`config.mk`:
```
export PLATFORM = sky130hd
export DESIGN_NAME = sd_cmd_engine
export DESIGN_NICKNAME = d
export VERILOG_FILES = /design/src/rtl/sdcmd_pkg.sv /design/src/rtl/sdcmd_clkgen.sv /design/src/rtl/sdcmd_sampler.sv /design/src/rtl/sd_cmd_engine.sv
export SDC_FILE = /design/constraint.sdc
export NUM_CORES = 1
export LEC_CHECK = 0
export ABC_AREA = 0
export BUFFER_PORTS_ARGS = -buffer_cell sky130_fd_sc_hd__buf_4
export CORE_MARGIN = 1
export CORE_UTILIZATION = 60
export CTS_BUF_LIST = sky130_fd_sc_hd__clkbuf_8
export DETAILED_ROUTE_END_ITERATION = 16
export PLACE_DENSITY = 0.82
export SYNTH_ARGS = -nofsm -noshare
export SYNTH_HDL_FRONTEND = slang
export SYNTH_HIERARCHICAL = 1
export SYNTH_SLANG_ARGS = --single-unit
```
`constraint.sdc`:
```
create_clock -name clk -period 3.3 [get_ports clk]
set_input_delay 0.66 -clock clk [delete_from_list [all_inputs] [get_ports clk]]
set_output_delay 0.66 -clock clk [all_outputs]
set_load 0.02 [all_outputs]
```
`src/rtl/sdcmd_pkg.sv`:
```
package sdcmd_pkg;

    localparam int FRAME_BITS = 48;
    localparam int BODY_BITS  = 40;

    typedef enum logic [2:0] {
        PH_IDLE,
        PH_SEND,
        PH_TURN,
        PH_HUNT,
        PH_CAPT,
        PH_GUARD
    } phase_e;

    typedef struct packed {
        logic crc_bad;
        logic end_bad;
        logic no_reply;
    } rsp_flags_t;

    typedef struct packed {
        logic [5:0]  index;
        logic [31:0] arg;
    } rsp_body_t;

    // one serial step of the x^7+x^3+1 generator
    function automatic logic [6:0] crc7_step(logic [6:0] c, logic b);
        logic fb;
        fb = c[6] ^ b;
        return {c[5:0], 1'b0} ^ (fb ? 7'h09 : 7'h00);
    endfunction

    function automatic logic [6:0] crc7_of(logic [BODY_BITS-1:0] d);
        logic [6:0] c;
        c = '0;
        for (int i = BODY_BITS - 1; i >= 0; i--) c = crc7_step(c, d[i]);
        return c;
    endfunction

    function automatic logic [FRAME_BITS-1:0] build_frame(logic [5:0] idx, logic [31:0] arg);
        logic [BODY_BITS-1:0] body;
        body = {2'b01, idx, arg};
        return {body, crc7_of(body), 1'b1};
    endfunction

endpackage

```
`src/rtl/sdcmd_clkgen.sv`:
```
module sdcmd_clkgen #(
    parameter int SLOW_DIV = 250,
    parameter int FAST_DIV = 4
) (
    input  logic clk,
    input  logic rst,
    input  logic run,
    input  logic load,
    input  logic fast_sel,
    output logic sclk,
    output logic rise_ev,
    output logic fall_ev
);
    localparam int MAXD = (SLOW_DIV > FAST_DIV) ? SLOW_DIV : FAST_DIV;
    localparam int CW   = $clog2(MAXD + 1);
    localparam logic [CW-1:0] SLOW_W = CW'(SLOW_DIV);
    localparam logic [CW-1:0] FAST_W = CW'(FAST_DIV);

    logic [CW-1:0] div_q, cnt, half;

    assign half    = div_q >> 1;
    assign rise_ev = run && (cnt == half - 1'b1);
    assign fall_ev = run && (cnt == div_q - 1'b1);

    always_ff @(posedge clk) begin
        if (rst)       div_q <= FAST_W;
        else if (load) div_q <= fast_sel ? FAST_W : SLOW_W;
    end

    always_ff @(posedge clk) begin
        if (rst || !run) cnt <= '0;
        else             cnt <= fall_ev ? '0 : cnt + 1'b1;
    end

    always_ff @(posedge clk) begin
        if (rst || !run)  sclk <= 1'b0;
        else if (rise_ev) sclk <= 1'b1;
        else if (fall_ev) sclk <= 1'b0;
    end

    // the clock is only ever high while the generator is allowed to run
    assert_clk_gated_R3: assert property (@(posedge clk) disable iff (rst)
        sclk |-> run);

    // a rising edge ends a low half of the programmed length
    assert_low_half_R2: assert property (@(posedge clk) disable iff (rst)
        $rose(sclk) |-> ($past(cnt) == half - 1'b1));

endmodule

```
`src/rtl/sdcmd_sampler.sv`:
```
module sdcmd_sampler #(
    parameter int DLY_W = 2
) (
    input  logic             clk,
    input  logic             rst,
    input  logic             line_in,
    input  logic             set_en,
    input  logic [DLY_W-1:0] set_val,
    input  logic             step,
    output logic             samp,
    output logic [DLY_W-1:0] dly,
    output logic             adjusted
);
    localparam int TOP = (1 << DLY_W) - 1;

    logic [TOP-1:0] stage;
    logic [TOP:0]   taps;

    for (genvar g = 0; g < TOP; g++) begin : g_stage
        if (g == 0) begin : g_head
            always_ff @(posedge clk) stage[0] <= rst ? 1'b1 : line_in;
        end else begin : g_tail
            always_ff @(posedge clk) stage[g] <= rst ? 1'b1 : stage[g-1];
        end
    end

    assign taps = {stage, line_in};
    assign samp = taps[dly];

    always_ff @(posedge clk) begin
        if (rst) begin
            dly      <= '0;
            adjusted <= 1'b0;
        end else if (set_en) begin
            dly <= set_val;
        end else if (step) begin
            dly      <= dly + 1'b1;
            adjusted <= 1'b1;
        end
    end

    // a step advances the tap by one with wrap-around
    assert_step_wrap_R8: assert property (@(posedge clk) disable iff (rst)
        (step && !set_en) |=> (dly == DLY_W'($past(dly) + 1'b1)));

    // no step and no load leaves the tap alone
    assert_tap_hold_R8: assert property (@(posedge clk) disable iff (rst)
        (!step && !set_en) |=> $stable(dly));

    // the adjustment flag never clears outside reset
    assert_sticky_R8: assert property (@(posedge clk) disable iff (rst)
        adjusted |=> adjusted);

endmodule

```
`src/rtl/sd_cmd_engine.sv`:
```
module sd_cmd_engine
    import sdcmd_pkg::*;
#(
    parameter int SLOW_DIV   = 250,
    parameter int FAST_DIV   = 4,
    parameter int TURN_GAP   = 2,
    parameter int GUARD_CLKS = 8,
    parameter int TO_W       = 16,
    parameter int DLY_W      = 2
) (
    input  logic             clk,
    input  logic             rst,
    input  logic             start,
    input  logic [5:0]       cmd_index,
    input  logic [31:0]      cmd_arg,
    input  logic             fast_sel,
    input  logic [TO_W-1:0]  resp_limit,
    input  logic             dly_set,
    input  logic [DLY_W-1:0] dly_value,
    output logic             busy,
    output logic             done,
    output logic [5:0]       rsp_index,
    output logic [31:0]      rsp_arg,
    output logic             crc_err,
    output logic             end_err,
    output logic             timeout_err,
    output logic             recal_req,
    output logic [DLY_W-1:0] dly_now,
    output logic             dly_adjusted,
    output logic             sd_clk,
    output logic             sd_cmd_out,
    output logic             sd_cmd_oe,
    input  logic             sd_cmd_in
);
    localparam int BCW = $clog2(FRAME_BITS);
    localparam int GW  = $clog2(GUARD_CLKS + 1);
    localparam int TW  = $clog2(TURN_GAP + 1);
    localparam logic [BCW-1:0] LAST_BIT = BCW'(FRAME_BITS - 1);
    localparam logic [GW-1:0]  GUARD_N  = GW'(GUARD_CLKS);
    localparam logic [TW-1:0]  TURN_END = TW'(TURN_GAP - 1);

    phase_e               phase;
    logic                 run, rise_ev, fall_ev, samp, idle, accept;
    logic [FRAME_BITS-1:0] frame;
    logic [FRAME_BITS-2:0] cap;
    logic [FRAME_BITS-1:0] cap_next;
    logic [BCW-1:0]       bitc;
    logic [TW-1:0]        gap;
    logic [GW-1:0]        guardc;
    logic [TO_W-1:0]      wait_cnt;
    rsp_flags_t           flags;
    rsp_body_t            body;

    assign idle     = (phase == PH_IDLE);
    assign accept   = idle && start;
    assign cap_next = {cap, samp};

    sdcmd_clkgen #(.SLOW_DIV(SLOW_DIV), .FAST_DIV(FAST_DIV)) u_clk (
        .clk(clk), .rst(rst), .run(run), .load(accept), .fast_sel(fast_sel),
        .sclk(sd_clk), .rise_ev(rise_ev), .fall_ev(fall_ev)
    );

    sdcmd_sampler #(.DLY_W(DLY_W)) u_samp (
        .clk(clk), .rst(rst), .line_in(sd_cmd_in),
        .set_en(dly_set && idle), .set_val(dly_value), .step(recal_req),
        .samp(samp), .dly(dly_now), .adjusted(dly_adjusted)
    );

    always_ff @(posedge clk) begin
        if (rst) begin
            phase     <= PH_IDLE;
            run       <= 1'b0;
            sd_cmd_oe <= 1'b0;
            frame     <= '1;
            cap       <= '0;
            bitc      <= '0;
            gap       <= '0;
            guardc    <= '0;
            wait_cnt  <= '0;
            flags     <= '0;
            body      <= '0;
            done      <= 1'b0;
            recal_req <= 1'b0;
        end else begin
            done      <= 1'b0;
            recal_req <= 1'b0;
            unique case (phase)
                PH_IDLE: if (start) begin
                    frame     <= build_frame(cmd_index, cmd_arg);
                    sd_cmd_oe <= 1'b1;
                    run       <= 1'b1;
                    bitc      <= '0;
                    flags     <= '0;
                    phase     <= PH_SEND;
                end
                PH_SEND: if (fall_ev) begin
                    if (bitc == LAST_BIT) begin
                        run       <= 1'b0;
                        sd_cmd_oe <= 1'b0;
                        gap       <= '0;
                        phase     <= PH_TURN;
                    end else begin
                        frame <= frame << 1;
                        bitc  <= bitc + 1'b1;
                    end
                end
                PH_TURN: begin
                    gap <= gap + 1'b1;
                    if (gap == TURN_END) begin
                        run      <= 1'b1;
                        wait_cnt <= '0;
                        phase    <= PH_HUNT;
                    end
                end
                PH_HUNT: if (rise_ev) begin
                    if (!samp) begin
                        cap   <= '0;
                        bitc  <= BCW'(1);
                        phase <= PH_CAPT;
                    end else if (wait_cnt == resp_limit - 1'b1) begin
                        flags.no_reply <= 1'b1;
                        guardc         <= '0;
                        phase          <= PH_GUARD;
                    end else begin
                        wait_cnt <= wait_cnt + 1'b1;
                    end
                end
                PH_CAPT: if (rise_ev) begin
                    cap  <= cap_next[FRAME_BITS-2:0];
                    bitc <= bitc + 1'b1;
                    if (bitc == LAST_BIT) begin
                        flags.crc_bad <= (crc7_of(cap_next[FRAME_BITS-1:8]) != cap_next[7:1]);
                        flags.end_bad <= !cap_next[0];
                        recal_req     <= (crc7_of(cap_next[FRAME_BITS-1:8]) != cap_next[7:1]);
                        body          <= cap_next[45:8];
                        guardc        <= '0;
                        phase         <= PH_GUARD;
                    end
                end
                PH_GUARD: begin
                    if (rise_ev) guardc <= guardc + 1'b1;
                    if (fall_ev && guardc == GUARD_N) begin
                        run   <= 1'b0;
                        done  <= 1'b1;
                        phase <= PH_IDLE;
                    end
                end
                default: phase <= PH_IDLE;
            endcase
        end
    end

    assign busy        = !idle;
    assign sd_cmd_out  = sd_cmd_oe ? frame[FRAME_BITS-1] : 1'b1;
    assign rsp_index   = body.index;
    assign rsp_arg     = body.arg;
    assign crc_err     = flags.crc_bad;
    assign end_err     = flags.end_bad;
    assign timeout_err = flags.no_reply;

    // the line is released only while the SD clock is low
    assert_release_low_R3: assert property (@(posedge clk) disable iff (rst)
        $fell(sd_cmd_oe) |-> !sd_clk);

    // the engine drives the line throughout the send phase
    assert_drive_send_R1: assert property (@(posedge clk) disable iff (rst)
        (phase == PH_SEND) |-> sd_cmd_oe);

    // completion is reported with the clock parked low and the line free
    assert_done_parked_R10: assert property (@(posedge clk) disable iff (rst)
        done |-> (!sd_clk && !sd_cmd_oe && !busy));

    // a tap step is requested only together with a CRC mismatch
    assert_recal_cause_R8: assert property (@(posedge clk) disable iff (rst)
        recal_req |-> flags.crc_bad);

    // a timeout never coexists with a captured-response error
    assert_timeout_alone_R9: assert property (@(posedge clk) disable iff (rst)
        flags.no_reply |-> !(flags.crc_bad || flags.end_bad));

endmodule

```
==> summary.txt <==
Global routing
  – Overall routing resource usage: 26.6%
  – Largest net degree at the start of global routing: 99
  – Number of global-route vias before repair: 7585
  – GR Overflow Total: 0
  – Antenna violations before repair: 0
  – Global-route wire length before repair: 36100 µm

Cells and area
  – Fraction of layout cells with a size suffix above 1: 15.1%
  – Fillers: 1276
  – Area Growth Syn to Fin: 15.0%
  – # diodes: 0
  – Final nets: 1339
  – Final Util: 70.8%

STA
  – Final Skew: 0.0132 ns
  – Max Clock Freq: 312 MHz
  – Final setup fails: 0
  – Period utilization: 97.2%
  – Setup TNS: 0 ns
  – Worst hold slack: 0.402 ns
  – Setup WS post-layout: 0.0918 ns
  – Fin. Hold Viols: 0
  – Slew headroom: 33.0%
  – Tightest Pin Transition: 1.00 ns
  – Minimum clock period: 3.21 ns
  – Slew Viols, Final: 0

Floorplan
  – Die area: 16800 µm²
  – Core footprint: 15900 µm²
  – Std-Cell Rows: 46
  – Starting Density: 61.6%
  – Die Wd: 130 µm
  – Die Ht: 130 µm
  – IO Pins: 112

Routing
  – Wire per inst: 14.7 µm
  – Routed Antenna Nets: 0
  – Detailed Routing Iterations Pass 1: 5
  – # DRC: 0
  – WL final: 22000 µm
  – 1st-iter DRT viols: 567
  – Vias per Instance: 5.58
  – Vias: 8359

Setup path
  – Cell mode on critical path: xnor2_2
  – WP data arrival: 3.52 ns
  – Slowest cell on the critical path: xor3_2
  – Delay of the slowest critical-path stage: 0.49 ns
  – WS Path Type: flip-flop to flip-flop
  – Worst setup SP type: flip-flop
  – CP max FO: 6
  – CP Capture Type: flip-flop
  – Critical Path RT: 3.61 ns
  – R2R Setup Slk: 0.09 ns
  – Crit-path cells: xnor2_1 -> xor3_2 -> xnor2_4 -> xnor2_2 -> xnor2_2 -> xnor3_1 -> or3_1 -> a221oi_2 -> o32ai_1

Power and ir drop
  – Power Total: 0.00681 W
  – Pleak: 4.40 nW
  – Peak supply drop: 0.500 mV
  – Power Density: 605 nW/µm²

Synthesis
  – Syn avg cell area: 8.25 µm²
  – Top_reg_cell synth: dfxtp_1
  – Post-synthesis cell count: 1186
  – Distinct cell type count after synthesis: 73
  – Post-synth EDFFs: 0
  – Net Count, Synth: 1257
  – Share of the synthesized area in the top cell type: 38.5%
  – Yosys reg bits: 188
  – Top post-synthesis cells by area: dfxtp_1 (38%), xnor2_1 (9.0%), a21oi_1 (7.5%)
  – Top cells by count, synth: nand2_1 (194), dfxtp_1 (188), a21oi_1 (147)
  – Most frequent cell after synthesis: nand2_1
  – Cell taking the most area after synthesis: dfxtp_1
  – Yosys warning count: 6
  – Sequential fraction of the synthesis area: 38.5%
  – Post-synthesis cell area: 9780 µm²
  – Ys async rst share: 0%

Clocking
  – Clock net sink count: 188
  – Hold-fix buffer count after cts: 0
  – Root Buffer Master: clkbuf_8
  – CTS buffer count: 17
  – CTS tree: yes
  – Number of H-tree levels: 4
  – Clk_lat worst skew: 0.46 ns
  – Clock Tree Buf Depth: 2
  – Clock transition at path regs: 0.10 ns

Placed design
  – HPWL after DPL: 15300 µm
  – Dpl ws: 0.0342 ns
  – Routability cong.: 0.898
  – Port bufs: 111

Job
  – Max-cap check violation count: 0

Run status
  – Status: complete, no violations

Hold path
  – HP Class: input port to flip-flop
-- power breakdown --
group,switching (W),internal (W),leakage [nW]
Combinational,0.00143,0.00100,2.66
Sequential,0.000223,0.00261,1.53
Clock,0.000831,0.000711,0.204
Total,0.00249,0.00432,4.40
-- per-stage QoR --
step / instances / area [µm²]
6_report: 1497 / 11300
5_1_grt: 1497 / 11300
4_1_cts: 1496 / 11200
3_5_place_dp: 1464 / 10800
3_3_place_gp: 1464 / 10800
2_1_floorplan: 1186 / 9780
-- final timing paths --
kind	from	endpoint	depth (start not counted)
worst max-delay path	cap[43]	crc_err	9
worst min-delay path	sd_cmd_in	u_samp/stage[0]	2
worst max register to register	cap[43]	crc_err	9
worst min register to register	u_samp/stage[1]	u_samp/stage[2]	1
-- layout by cell type, fill, tap and decap left out, types with 3 or more instances in the layout --
cell type  netlist  final
buf_4            0    133
clkbuf_8         0     22
nand2_1        194    194
or2_1            3      3
o211ai_1         5      5
xnor2_2          5      7
inv_1           21     21
nand3_1        144    144
a21o_1           3      3
nor2_1          61     61
nand4_1         10     10
xnor3_1         16     16
nor3b_1          4      4
mux2i_1          4      4
a21oi_1        147    147
and2_1           8      8
a211oi_1         8      8
o21ai_0         20     20
and4b_1          3      3
ha_1             9      9
o22ai_1          5      5
nor2b_1          8      8
clkinv_4         0      3
or4_1            4      4
and3_1          10     10
xor2_1          45     45
nand2b_1        10     10
nor4_1           5      5
nor3_1          14     13
or3_1            8      8
xnor2_1        100     98
dfxtp_1        188    187
-- sequential cells by signal, summed over array words and instances, names as in the netlist --
register         cells
done                 1
u_samp/adjusted      1
guardc               4
sd_cmd_oe            1
bitc                 6
wait_cnt            16
cap                 47
recal_req            1
u_samp/dly           2
rsp_index            6
gap                  2
end_err              1
u_samp/stage         3
frame               48
u_clk/div_q          2
run                  1
timeout_err          1
u_clk/cnt            8
rsp_arg             32
phase                3
u_clk/sclk           1
crc_err              1
-- kinds of logic after synthesis --
| family | Yosys count | share of synthesized area [%] |
|---|---|---|
| AO/OA/AOI/OAI | 221 | 13.1 |
| buffers and inverters | 92 | 3.54 |
| adder cells (fa/ha/maj) | 9 | 1.15 |
| flip-flops | 188 | 38.5 |
| XOR/XNOR | 173 | 19.3 |
| multiplexers | 6 | 0.754 |
| AND/OR/NAND/NOR | 497 | 23.7 |
-- layer usage --
| metal | GRT usage, % | vias up | part of all wire (%) |
|---|---|---|---|
| met3 | 5.04 | 19 | 4.7 |
| met2 | 43.6 | 219 | 48 |
| met5 | 0 | - | 0 |
| met4 | 6.77 | 0 | 1.1 |
| li1 | - | 4216 | - |
| met1 | 36.2 | 3905 | 46 |
-- worst max-delay path: cells and delay by family (launching register included) --
kind | cells | cell delay (ns)
xor+xnor | 6 | 1.92
flops | 1 | 0.39
simple gates | 1 | 0.37
compound gates | 2 | 0.37
-- layout make-up --
cell class	count	area, µm²	area share [%]
clock inverter	10	105	0.934
clock buffer	22	303	2.69
sequential	188	3760	33.5
tap	216	270	2.40
timing repair buffer	134	1020	9.05
inverter	21	78.8	0.700
multi-input combinational	906	5710	50.8
-- timing repair --
item                                    4_1_cts  5_1_grt
gates resized for setup                       0        3
endpoints found under the setup margin        0        2
buffers inserted                              0        1
Note: power is estimated with default switching activity, not from simulation.
